### src/rtl/aud_rx_pkg.sv
package aud_rx_pkg;

   typedef enum logic [1:0] {
      JUST_RJ  = 2'd0,
      JUST_LJ  = 2'd1,
      JUST_I2S = 2'd2
   } just_e;

   typedef struct packed {
      logic       rsv;
      just_e      just;
      logic [4:0] wlen;
   } fmt_dec_t;

   // code = {len[1:0], i2s}
   function automatic fmt_dec_t decode_fmt(input logic [2:0] code);
      fmt_dec_t d;
      d.rsv  = 1'b0;
      d.just = JUST_RJ;
      d.wlen = 5'd24;
      if (!code[0]) begin
         case (code[2:1])
            2'b00:   d.wlen = 5'd16;
            2'b01:   d.wlen = 5'd20;
            2'b10:   d.wlen = 5'd24;
            default: d.just = JUST_LJ;
         endcase
      end else begin
         case (code[2:1])
            2'b00: begin
               d.just = JUST_I2S;
               d.wlen = 5'd16;
            end
            2'b01: begin
               d.just = JUST_I2S;
               d.wlen = 5'd24;
            end
            default: d.rsv = 1'b1;
         endcase
      end
      return d;
   endfunction

endpackage

### src/rtl/aud_rx_sync.sv
module aud_rx_sync #(
   parameter int STAGES = 2
) (
   input  logic clk,
   input  logic rst_n,
   input  logic bck_i,
   input  logic lrck_i,
   input  logic sd_i,
   output logic bit_stb,
   output logic lr_bit,
   output logic d_bit
);

   generate
      if (STAGES < 2) begin : g_bad_stages
         $error("aud_rx_sync: STAGES must be at least 2");
      end
   endgenerate

   logic [STAGES:0]   bck_q;
   logic [STAGES-1:0] lr_q;
   logic [STAGES-1:0] sd_q;

   always_ff @(posedge clk) begin
      if (!rst_n) begin
         bck_q <= '0;
         lr_q  <= '0;
         sd_q  <= '0;
      end else begin
         bck_q <= {bck_q[STAGES-1:0], bck_i};
         lr_q  <= {lr_q[STAGES-2:0], lrck_i};
         sd_q  <= {sd_q[STAGES-2:0], sd_i};
      end
   end

   // word clock and data share the bit clock's latency
   assign bit_stb = bck_q[STAGES-1] & ~bck_q[STAGES];
   assign lr_bit  = lr_q[STAGES-1];
   assign d_bit   = sd_q[STAGES-1];

endmodule

### src/rtl/aud_rx_capture.sv
module aud_rx_capture
   import aud_rx_pkg::*;
#(
   parameter int DATA_W = 24,
   parameter int CNT_W  = 6
) (
   input  logic              clk,
   input  logic              rst_n,
   input  logic              bit_stb,
   input  logic              lr_bit,
   input  logic              d_bit,
   input  fmt_dec_t          dec,
   output logic              word_stb,
   output logic [DATA_W-1:0] word,
   output logic              word_lr,
   output logic [4:0]        word_len
);

   localparam logic [CNT_W-1:0] CNT_MAX = {CNT_W{1'b1}};

   generate
      if ((1 << CNT_W) <= DATA_W + 1) begin : g_bad_cnt
         $error("aud_rx_capture: CNT_W too small for the word window");
      end
   endgenerate

   function automatic logic [DATA_W-1:0] align(input logic [DATA_W-1:0] v,
                                               input logic [4:0] n);
      return v << (DATA_W - int'(n));
   endfunction

   logic              armed, phase_ok, lr_prev;
   logic [CNT_W-1:0]  cnt, idx, off, last;
   logic [DATA_W-1:0] sh, sh_nx;
   logic              edge_hit, in_win, is_rj;

   always_comb begin
      is_rj    = (dec.just == JUST_RJ);
      edge_hit = bit_stb && armed && (lr_bit != lr_prev);
      idx      = edge_hit ? '0 : cnt;
      off      = (dec.just == JUST_I2S) ? CNT_W'(1) : CNT_W'(0);
      last     = off + CNT_W'(dec.wlen) - CNT_W'(1);
      in_win   = (edge_hit || phase_ok) && (idx >= off) && (idx <= last);
      sh_nx    = {sh[DATA_W-2:0], d_bit};
   end

   always_ff @(posedge clk) begin
      if (!rst_n) begin
         armed    <= 1'b0;
         phase_ok <= 1'b0;
         lr_prev  <= 1'b0;
         cnt      <= '0;
         sh       <= '0;
         word_stb <= 1'b0;
         word     <= '0;
         word_lr  <= 1'b0;
         word_len <= '0;
      end else begin
         word_stb <= 1'b0;
         if (bit_stb) begin
            armed   <= 1'b1;
            lr_prev <= lr_bit;
            if (edge_hit) phase_ok <= 1'b1;
            cnt <= edge_hit ? CNT_W'(1) : ((cnt == CNT_MAX) ? cnt : cnt + CNT_W'(1));
            if (is_rj || in_win) sh <= sh_nx;
            if (is_rj && edge_hit) begin
               // word ended on the rise before this one
               word_stb <= 1'b1;
               word     <= align(sh, dec.wlen);
               word_lr  <= lr_prev;
               word_len <= dec.wlen;
            end else if (!is_rj && in_win && (idx == last)) begin
               word_stb <= 1'b1;
               word     <= align(sh_nx, dec.wlen);
               word_lr  <= lr_bit;
               word_len <= dec.wlen;
            end
         end
      end
   end

   AST_SHORT_ZERO_FILL: assert property (@(posedge clk) disable iff (!rst_n)
      (word_stb && word_len == 5'd16) |-> (word[DATA_W-17:0] == '0));

   AST_STB_ONE_CYCLE: assert property (@(posedge clk) disable iff (!rst_n)
      word_stb |=> !word_stb);

endmodule

### src/rtl/aud_rx_pair.sv
module aud_rx_pair #(
   parameter int DATA_W = 24
) (
   input  logic              clk,
   input  logic              rst_n,
   input  logic              word_stb,
   input  logic [DATA_W-1:0] word,
   input  logic              word_lr,
   input  logic              lr_swap,
   input  logic              rsv,
   output logic [DATA_W-1:0] left_o,
   output logic [DATA_W-1:0] right_o,
   output logic              valid_o,
   output logic              err_o
);

   logic [DATA_W-1:0] left_hold;
   logic              have_left;
   logic              is_left;

   assign is_left = word_lr ^ lr_swap;

   always_ff @(posedge clk) begin
      if (!rst_n) begin
         left_hold <= '0;
         have_left <= 1'b0;
         left_o    <= '0;
         right_o   <= '0;
         valid_o   <= 1'b0;
         err_o     <= 1'b0;
      end else begin
         valid_o <= 1'b0;
         err_o   <= rsv;
         if (rsv) begin
            left_o    <= '0;
            right_o   <= '0;
            have_left <= 1'b0;
         end else if (word_stb) begin
            if (is_left) begin
               left_hold <= word;
               have_left <= 1'b1;
            end else if (have_left) begin
               left_o    <= left_hold;
               right_o   <= word;
               valid_o   <= 1'b1;
               have_left <= 1'b0;
            end
         end
      end
   end

   AST_VALID_PULSE: assert property (@(posedge clk) disable iff (!rst_n)
      valid_o |=> !valid_o);

   AST_HOLD_BETWEEN: assert property (@(posedge clk) disable iff (!rst_n)
      (!$stable(left_o) || !$stable(right_o)) |-> (valid_o || err_o));

   AST_RSV_QUIET: assert property (@(posedge clk) disable iff (!rst_n)
      err_o |-> (!valid_o && left_o == '0 && right_o == '0));

endmodule

### src/rtl/aud_serial_rx.sv
module aud_serial_rx
   import aud_rx_pkg::*;
#(
   parameter int DATA_W      = 24,
   parameter int SYNC_STAGES = 2,
   parameter int CNT_W       = 6
) (
   input  logic              clk,
   input  logic              rst_n,
   input  logic              bck_i,
   input  logic              lrck_i,
   input  logic              sdata_i,
   input  logic [2:0]        fmt_i,
   input  logic              lr_swap_i,
   output logic [DATA_W-1:0] left_o,
   output logic [DATA_W-1:0] right_o,
   output logic              valid_o,
   output logic              fmt_err_o
);

   generate
      if (DATA_W < 24) begin : g_bad_width
         $error("aud_serial_rx: DATA_W must hold a 24-bit word");
      end
   endgenerate

   fmt_dec_t          dec;
   logic              bit_stb, lr_bit, d_bit;
   logic              word_stb, word_lr;
   logic [DATA_W-1:0] word;
   logic [4:0]        word_len;

   assign dec = decode_fmt(fmt_i);

   aud_rx_sync #(.STAGES(SYNC_STAGES)) u_sync (
      .clk     (clk),
      .rst_n   (rst_n),
      .bck_i   (bck_i),
      .lrck_i  (lrck_i),
      .sd_i    (sdata_i),
      .bit_stb (bit_stb),
      .lr_bit  (lr_bit),
      .d_bit   (d_bit)
   );

   aud_rx_capture #(.DATA_W(DATA_W), .CNT_W(CNT_W)) u_capture (
      .clk      (clk),
      .rst_n    (rst_n),
      .bit_stb  (bit_stb),
      .lr_bit   (lr_bit),
      .d_bit    (d_bit),
      .dec      (dec),
      .word_stb (word_stb),
      .word     (word),
      .word_lr  (word_lr),
      .word_len (word_len)
   );

   aud_rx_pair #(.DATA_W(DATA_W)) u_pair (
      .clk      (clk),
      .rst_n    (rst_n),
      .word_stb (word_stb),
      .word     (word),
      .word_lr  (word_lr),
      .lr_swap  (lr_swap_i),
      .rsv      (dec.rsv),
      .left_o   (left_o),
      .right_o  (right_o),
      .valid_o  (valid_o),
      .err_o    (fmt_err_o)
   );

endmodule

### config.mk
export PLATFORM = sky130hd
export DESIGN_NAME = aud_serial_rx
export DESIGN_NICKNAME = d
export VERILOG_FILES = /design/src/rtl/aud_rx_pkg.sv /design/src/rtl/aud_rx_sync.sv /design/src/rtl/aud_rx_capture.sv /design/src/rtl/aud_rx_pair.sv /design/src/rtl/aud_serial_rx.sv
export SDC_FILE = /design/constraint.sdc
export NUM_CORES = 1
export LEC_CHECK = 0
export BUFFER_PORTS_ARGS = -buffer_cell sky130_fd_sc_hd__buf_2
export CORE_UTILIZATION = 53
export DETAILED_ROUTE_END_ITERATION = 12
export PLACE_DENSITY = 0.72
export SLEW_MARGIN = 20
export SYNTH_ARGS = -nofsm -noshare
export SYNTH_HDL_FRONTEND = slang
export SYNTH_SLANG_ARGS = --single-unit
### constraint.sdc
create_clock -name clk -period 3.15 [get_ports clk]
set_clock_uncertainty 0.15 [all_clocks]
set_input_delay 0 -clock clk [delete_from_list [all_inputs] [get_ports clk]]
set_output_delay 0 -clock clk [all_outputs]
set_load 0.01 [all_outputs]
==> results.py, run 1 <==
metrics = {
    "yosys": {
        "synth_edf_count": 0,
        "synth.distinct_cells": 55,
        "synth_flop_cell": "dfxtp_1",
        "ys_seq_area_share_pct": 46.2,
        "synth_nets": 716,
        "ys_async_sr_fraction_pct": 0,
        "yosys.area.top_type": "dfxtp_1",
        "synth_area_um2": 6110,
        "netlist_instances": 701,
        "syn_avg_cell_area_um2": 8.71,
        "synthTopCellsByArea": "dfxtp_1, nand2_1, mux2i_1",
        "synth_seq_cells": 141,
        "synth_warnings": 0,
        "synth_top_area_share_pct": 46.2,
    },
    "timing": {
        "slew_headroom_pct": 31.9,
        "setup_violations": 0,
        "fin_crit_ns": 2.96,
        "worstMarginPinSlew_ns": 1.02,
        "final_max_slew_viol_count": 0,
        "rsz0062_at_grt": "no",
        "hold_viol_final": 0,
        "fin_hold_ws_ns": 0.103,
        "setup_tns_ns": 0,
        "fmax_mhz": 338,
        "timing.final.crit_share_pct": 93.8,
    },
    "placed_design": {
        "portBuffers": 58,
        "post-dp-hpwl_um": 8570,
        "gp_congestion": 0.870,
    },
    "pwr": {
        "power_mw": 3.90,
        "leakage_nw": 2.75,
        "pwr-share-seq_pct": 46.1,
        "net-switching-power_mw": 0.862,
        "ir_worst_vdd_mv": 0.461,
        "powerDensity_nw_per_um2": 551,
        "clock_power_share_pct": 50.2,
        "p_int_mw": 3.04,
        "p_comb_share_pct": 3.7,
        "switching_share_pct": 22.1,
    },
    "global_route": {
        "grtUsageMet2_pct": 36.7,
        "top_usage_layer": "met2",
        "met1_usage_pct": 29.2,
        "track_usage_pct": 22.8,
        "grt_pass1_wl_um": 21000,
        "grt_pass1_vias": 4415,
        "use_met3_pct": 5.10,
        "grt_max_degree": 54,
        "overflow": 0,
        "antenna_found_initial": 0,
    },
    "floorplanning": {
        "rows": 38,
        "initial_core_util_pct": 55.4,
        "core_region_area_um2": 11000,
        "die_h_um": 109,
        "die_w_um": 109,
        "fp.dieArea_um2": 12000,
        "io_pins": 59,
    },
    "worst_setup_path": {
        "cp_data_arrival_time_ns": 3.14,
        "regToRegSetupSlack_ns": 0.19,
        "worst_setup_path_end_kind": "flip-flop",
        "required_ns": 3.34,
        "worstReg2RegEnd": "u_capture.word[17]",
        "reg2reg_from": "u_sync.lr_q[1]",
        "path_max_fanout": 46,
        "startpoint_type": "flip-flop",
        "worstSetupPathType": "flip-flop to flip-flop",
        "rr_worst_depth": 10,
    },
    "drt": {
        "drtIter0Drc": 294,
        "dr.pass1.iters": 6,
        "num_vias": 4874,
        "avgViaCountPerCell": 5.43,
        "wl_um": 12700,
        "postRouteAntennaNets": 0,
        "route.detailed.drc": 0,
        "wire_per_inst_um": 14.1,
    },
    "layout": {
        "drive_above_1_share_pct": 16.4,
        "final_nets": 760,
        "antenna_cells": 0,
        "area_growth_pct": 15.7,
    },
    "clock_network": {
        "h-tree-depth": 4,
        "clk_latency_ns": 0.42,
        "clk_pin_slew_ns": 0.06,
        "cts_tree": "built",
        "clock_path_buffers": 2,
        "clkSinkCount": 141,
        "clockRootBuffer": "clkbuf_16",
        "cts_buffers": 17,
    },
    "run_status": {
        "outcome": "completed",
    },
    "hold_path": {
        "holdPathStages": 4,
        "holdPathEnd": "u_capture.word[11]",
        "hold_class": "input pin to flip-flop",
        "min_from": "fmt_i[1]",
    },
    "run": {
        "drv_cap": 0,
    },
}
==> final cells by class <==
type,count,area (um^2)
multi-input cells,506,3000
clock inverters,13,138
inverters,3,11.3
clock buffers,19,443
well taps,140,175
repair buffers,76,473
fillers,934,3970
flip-flops and latches,141,2820
==> repair_timing <==
item / 4_1_cts / 5_1_grt
resized for setup: 0 / 1
endpoints found under the setup margin: 0 / 11
hold buffers: 9 / 0
buffers inserted: 0 / 0
hold endpoints to repair: 14 / 0
==> power by group through the flow <==
| stage | clock (mW) | sequential [mW] | combinational, mW |
|---|---|---|---|
| floorplan | 0 | 1.83 | 0.112 |
| detailed placement | 0 | 1.83 | 0.136 |
| CTS | 1.98 | 1.79 | 0.145 |
| global placement | 0 | 1.83 | 0.133 |
| finish | 1.96 | 1.79 | 0.146 |
| global route | 2.06 | 1.79 | 0.161 |
==> critical path: stages (launching register included) <==
cell     delay (ns)
dfxtp_1        0.34
xnor2_2        0.35
or2_4          0.29
nand2_1        0.11
ha_1           0.31
and4b_1        0.31
o31ai_4        0.10
o32ai_4        0.32
buf_12         0.23
nand2_2        0.12
o22ai_1        0.22
==> synthesized netlist by cell type (10+ instances only) <==
master	instances
clkbuf_1	36
o21ai_0	12
a21boi_0	24
and2_1	12
mux2i_1	43
a22oi_1	10
nand2_1	217
a21oi_1	50
dfxtp_1	141
nor2_1	12
nand2b_1	11
nand3_1	26
==> per-stage QoR <==
step,setup slack (ns),cells,cell area [um^2],utilization [%]
finish,0.195,898,7070,64.1
global route,0.00345,898,7070,64.1
CTS,0.109,898,7060,64.0
detailed placement,0.129,857,6390,58.0
global placement,0.262,857,6390,58.0
floorplan,0.170,701,6110,-
==> routing by layer <==
layer	vias up	share of wire [%]
met5	-	0
met4	0	2.3
met3	23	4.0
met2	118	46
met1	2257	48
li1	2476	-
==> placed cells by master, fill, tap and decap left out, drive strengths merged, types with 8 or more instances in the layout <==
cell / Yosys / routed
a21boi: 32 / 32
buf: 15 / 67
dfxtp: 141 / 141
dlygate4sd3: 0 / 9
o21ai: 17 / 17
nand3: 26 / 26
mux2i: 43 / 43
a31oi: 8 / 8
nor2: 12 / 12
nand2b: 11 / 11
and2: 12 / 12
a22oi: 10 / 10
nand2: 218 / 218
a21oi: 51 / 51
clkbuf: 36 / 19
==> registers in the layout, indices dropped and copies added, names as in the netlist, 2 cells and up <==
signal,flops
u_sync.sd_q,2
u_sync.lr_q,2
u_capture.cnt,6
u_capture.word,24
u_sync.bck_q,3
u_pair.left_o,24
u_pair.left_hold,24
u_capture.sh,24
u_pair.right_o,24
==> kinds of logic (layout without fill, tap and decap cells) <==
logic type / after synthesis / after routing / synth area share (%)
xor gates and xnor gates: 7 / 7 / 1.13
and+or+nand+nor: 299 / 299 / 21.1
DFF: 141 / 141 / 46.2
buffers and inverters: 54 / 111 / 4.67
muxes: 51 / 51 / 9.26
adders and majority gates: 6 / 6 / 1.23
AOI/OAI and AO/OA: 143 / 143 / 16.4
==> how the worst max path moves through the flow <==
stage	startpoint	to	slack (ns)
2_1_floorplan	u_sync.bck_q[2]	u_capture.sh[10]	0.17
3_3_place_gp	u_sync.lr_q[1]	u_capture.word[16]	0.26
3_5_place_dp	u_sync.lr_q[1]	u_capture.word[17]	0.13
4_1_cts	u_sync.lr_q[1]	u_capture.word[17]	0.11
5_1_grt	u_sync.lr_q[1]	u_capture.word[17]	0.003
6_report	u_sync.lr_q[1]	u_capture.word[17]	0.19
(Power assumes the default switching activity.)
==> run 2, diff against run 1 <==
Settings changed: CORE_UTILIZATION 53 to 46, PLACE_DENSITY 0.72 to 0.62.
Clock period 3.15 ns to 3.7 ns, I/O delays scaled along.
==> results.py, run 2 (same netlist as run 1, synthesis figures left out) <==
metrics = {
    "layout": {
        "area_growth_pct": 15.6,
        "antenna_cells": 0,
        "final_util_pct": 55.3,
        "final_cell_mix": "nand2_1, dfxtp_1, buf_2, a21oi_1, mux2i_1",
        "final_common_cell": "nand2_1",
        "drive_above_1_share_pct": 16.2,
        "fillers": 1201,
        "final_nets": 755,
        "final_cells": 924,
    },
    "clock_network": {
        "cts-resized-gates": 0,
        "cts_tree": "built",
        "clk_latency_ns": 0.42,
        "clk_pin_slew_ns": 0.06,
        "cts_hold_buf": 7,
        "clockRootBuffer": "clkbuf_16",
        "clkSinkCount": 141,
        "cts_setup_buffers": 0,
        "h-tree-depth": 4,
        "cts_buffers": 17,
        "clock_path_buffers": 2,
    },
    "timing": {
        "rsz0062_at_grt": "no",
        "setup_violations": 0,
        "fmax_mhz": 314,
        "fin_crit_ns": 3.19,
        "slew_headroom_pct": 35.0,
        "worstMarginPinSlew_ns": 0.971,
        "setup_tns_ns": 0,
        "timing.final.crit_share_pct": 86.2,
        "hold_viol_final": 0,
        "final_max_slew_viol_count": 0,
    },
    "global_route": {
        "antenna_found_initial": 0,
        "track_usage_pct": 20.0,
        "grt_pass1_vias": 4414,
        "overflow": 0,
        "grt_max_degree": 54,
        "grt_pass1_wl_um": 21200,
    },
    "floorplanning": {
        "initial_core_util_pct": 47.8,
        "die_w_um": 117,
        "fp.dieArea_um2": 13700,
        "rows": 41,
        "io_pins": 59,
        "core_region_area_um2": 12800,
        "die_h_um": 117,
    },
    "hold_path": {
        "min_from": "fmt_i[1]",
        "hold_class": "input pin to flip-flop",
        "holdPathStages": 4,
    },
    "worst_setup_path": {
        "worstReg2RegEnd": "u_capture.word[17]",
        "crit_end": "u_capture.word[17]",
        "worstSetupPathType": "flip-flop to flip-flop",
        "rr_worst_depth": 10,
        "worst_setup_path_end_kind": "flip-flop",
        "required_ns": 3.90,
        "path_max_fanout": 46,
        "startpoint_type": "flip-flop",
        "worstSetupStartpoint": "u_sync.bck_q[2]",
        "cp_data_arrival_time_ns": 3.38,
        "regToRegSetupSlack_ns": 0.51,
        "reg2reg_from": "u_sync.bck_q[2]",
    },
    "placed_design": {
        "post-dp-hpwl_um": 8870,
        "portBuffers": 58,
        "dpl.cell_count": 886,
        "gp_congestion": 0.856,
    },
    "drt": {
        "num_vias": 4861,
        "wl_um": 12900,
        "postRouteAntennaNets": 0,
        "avgViaCountPerCell": 5.26,
        "drtIter0Drc": 394,
        "wire_per_inst_um": 13.9,
        "dr.pass1.iters": 5,
        "route.detailed.drc": 0,
    },
    "pwr": {
        "leakage_nw": 2.74,
        "powerDensity_nw_per_um2": 475,
        "power_mw": 3.35,
        "ir_worst_vdd_mv": 0.261,
    },
    "run_status": {
        "outcome": "completed",
    },
    "run": {
        "drv_cap": 0,
    },
}
==> run 2: how the worst min path moves through the flow <==
| stage | slack [ns] | to |
|---|---|---|
| 3_5_place_dp | 0.06 | u_sync.lr_q[0] |
| 4_1_cts | 0.08 | u_capture.word[12] |
| 2_1_floorplan | -0.02 | u_sync.bck_q[0] |
| 3_3_place_gp | 0.06 | u_sync.sd_q[0] |
| 5_1_grt | 0.14 | u_capture.word[10] |
| 6_report | 0.1 | u_capture.word[12] |
==> run 2: stage by stage <==
step / worst slack, ns / instance area (um^2) / hold WS, ns
after floorplan: 0.720 / 6110 / -0.0227
after global placement: 0.642 / 6390 / 0.0579
after detailed placement: 0.524 / 6390 / 0.0591
after CTS: 0.512 / 7060 / 0.0837
after global routing: 0.290 / 7060 / 0.139
final: 0.512 / 7060 / 0.0955
==> run 2: power by group <==
part	total, mW	leakage [nW]	internal [mW]	switching [mW]
registers	1.53	1.14	1.52	0.00362
logic	0.120	1.30	0.0450	0.0749
clock network	1.71	0.299	1.05	0.656
total	3.35	2.74	2.62	0.734
==> run 2: final cells by class <==
cell class | instances | area, um^2 | share of cell area, %
Tap cell | 172 | 215 | 3.05
Multi-Input combinational cell | 506 | 3010 | 42.6
Clock buffer | 20 | 467 | 6.61
Sequential cell | 141 | 2820 | 40.0
Timing Repair Buffer | 71 | 405 | 5.74
Clock inverter | 11 | 134 | 1.90
Inverter | 3 | 11.3 | 0.159
==> run 2: metal layers <==
metal | wire length, um | vias to the layer above | track usage (%)
met2 | 5950 | 103 | 31.2
li1 | - | 2462 | -
met4 | 250 | 0 | 9.45
met3 | 463 | 18 | 4.63
met1 | 6220 | 2278 | 26.2
met5 | 0 | - | 0
==> run 2: worst max-delay path, stage by stage (launching register included) <==
cell      delay (ns)
dfxtp_1         0.31
nand3b_2        0.29
or2_2           0.45
and2_1          0.21
ha_1            0.32
and4b_1         0.26
o31ai_4         0.10
o32ai_4         0.27
buf_4           0.39
nand2_2         0.15
o22ai_1         0.19
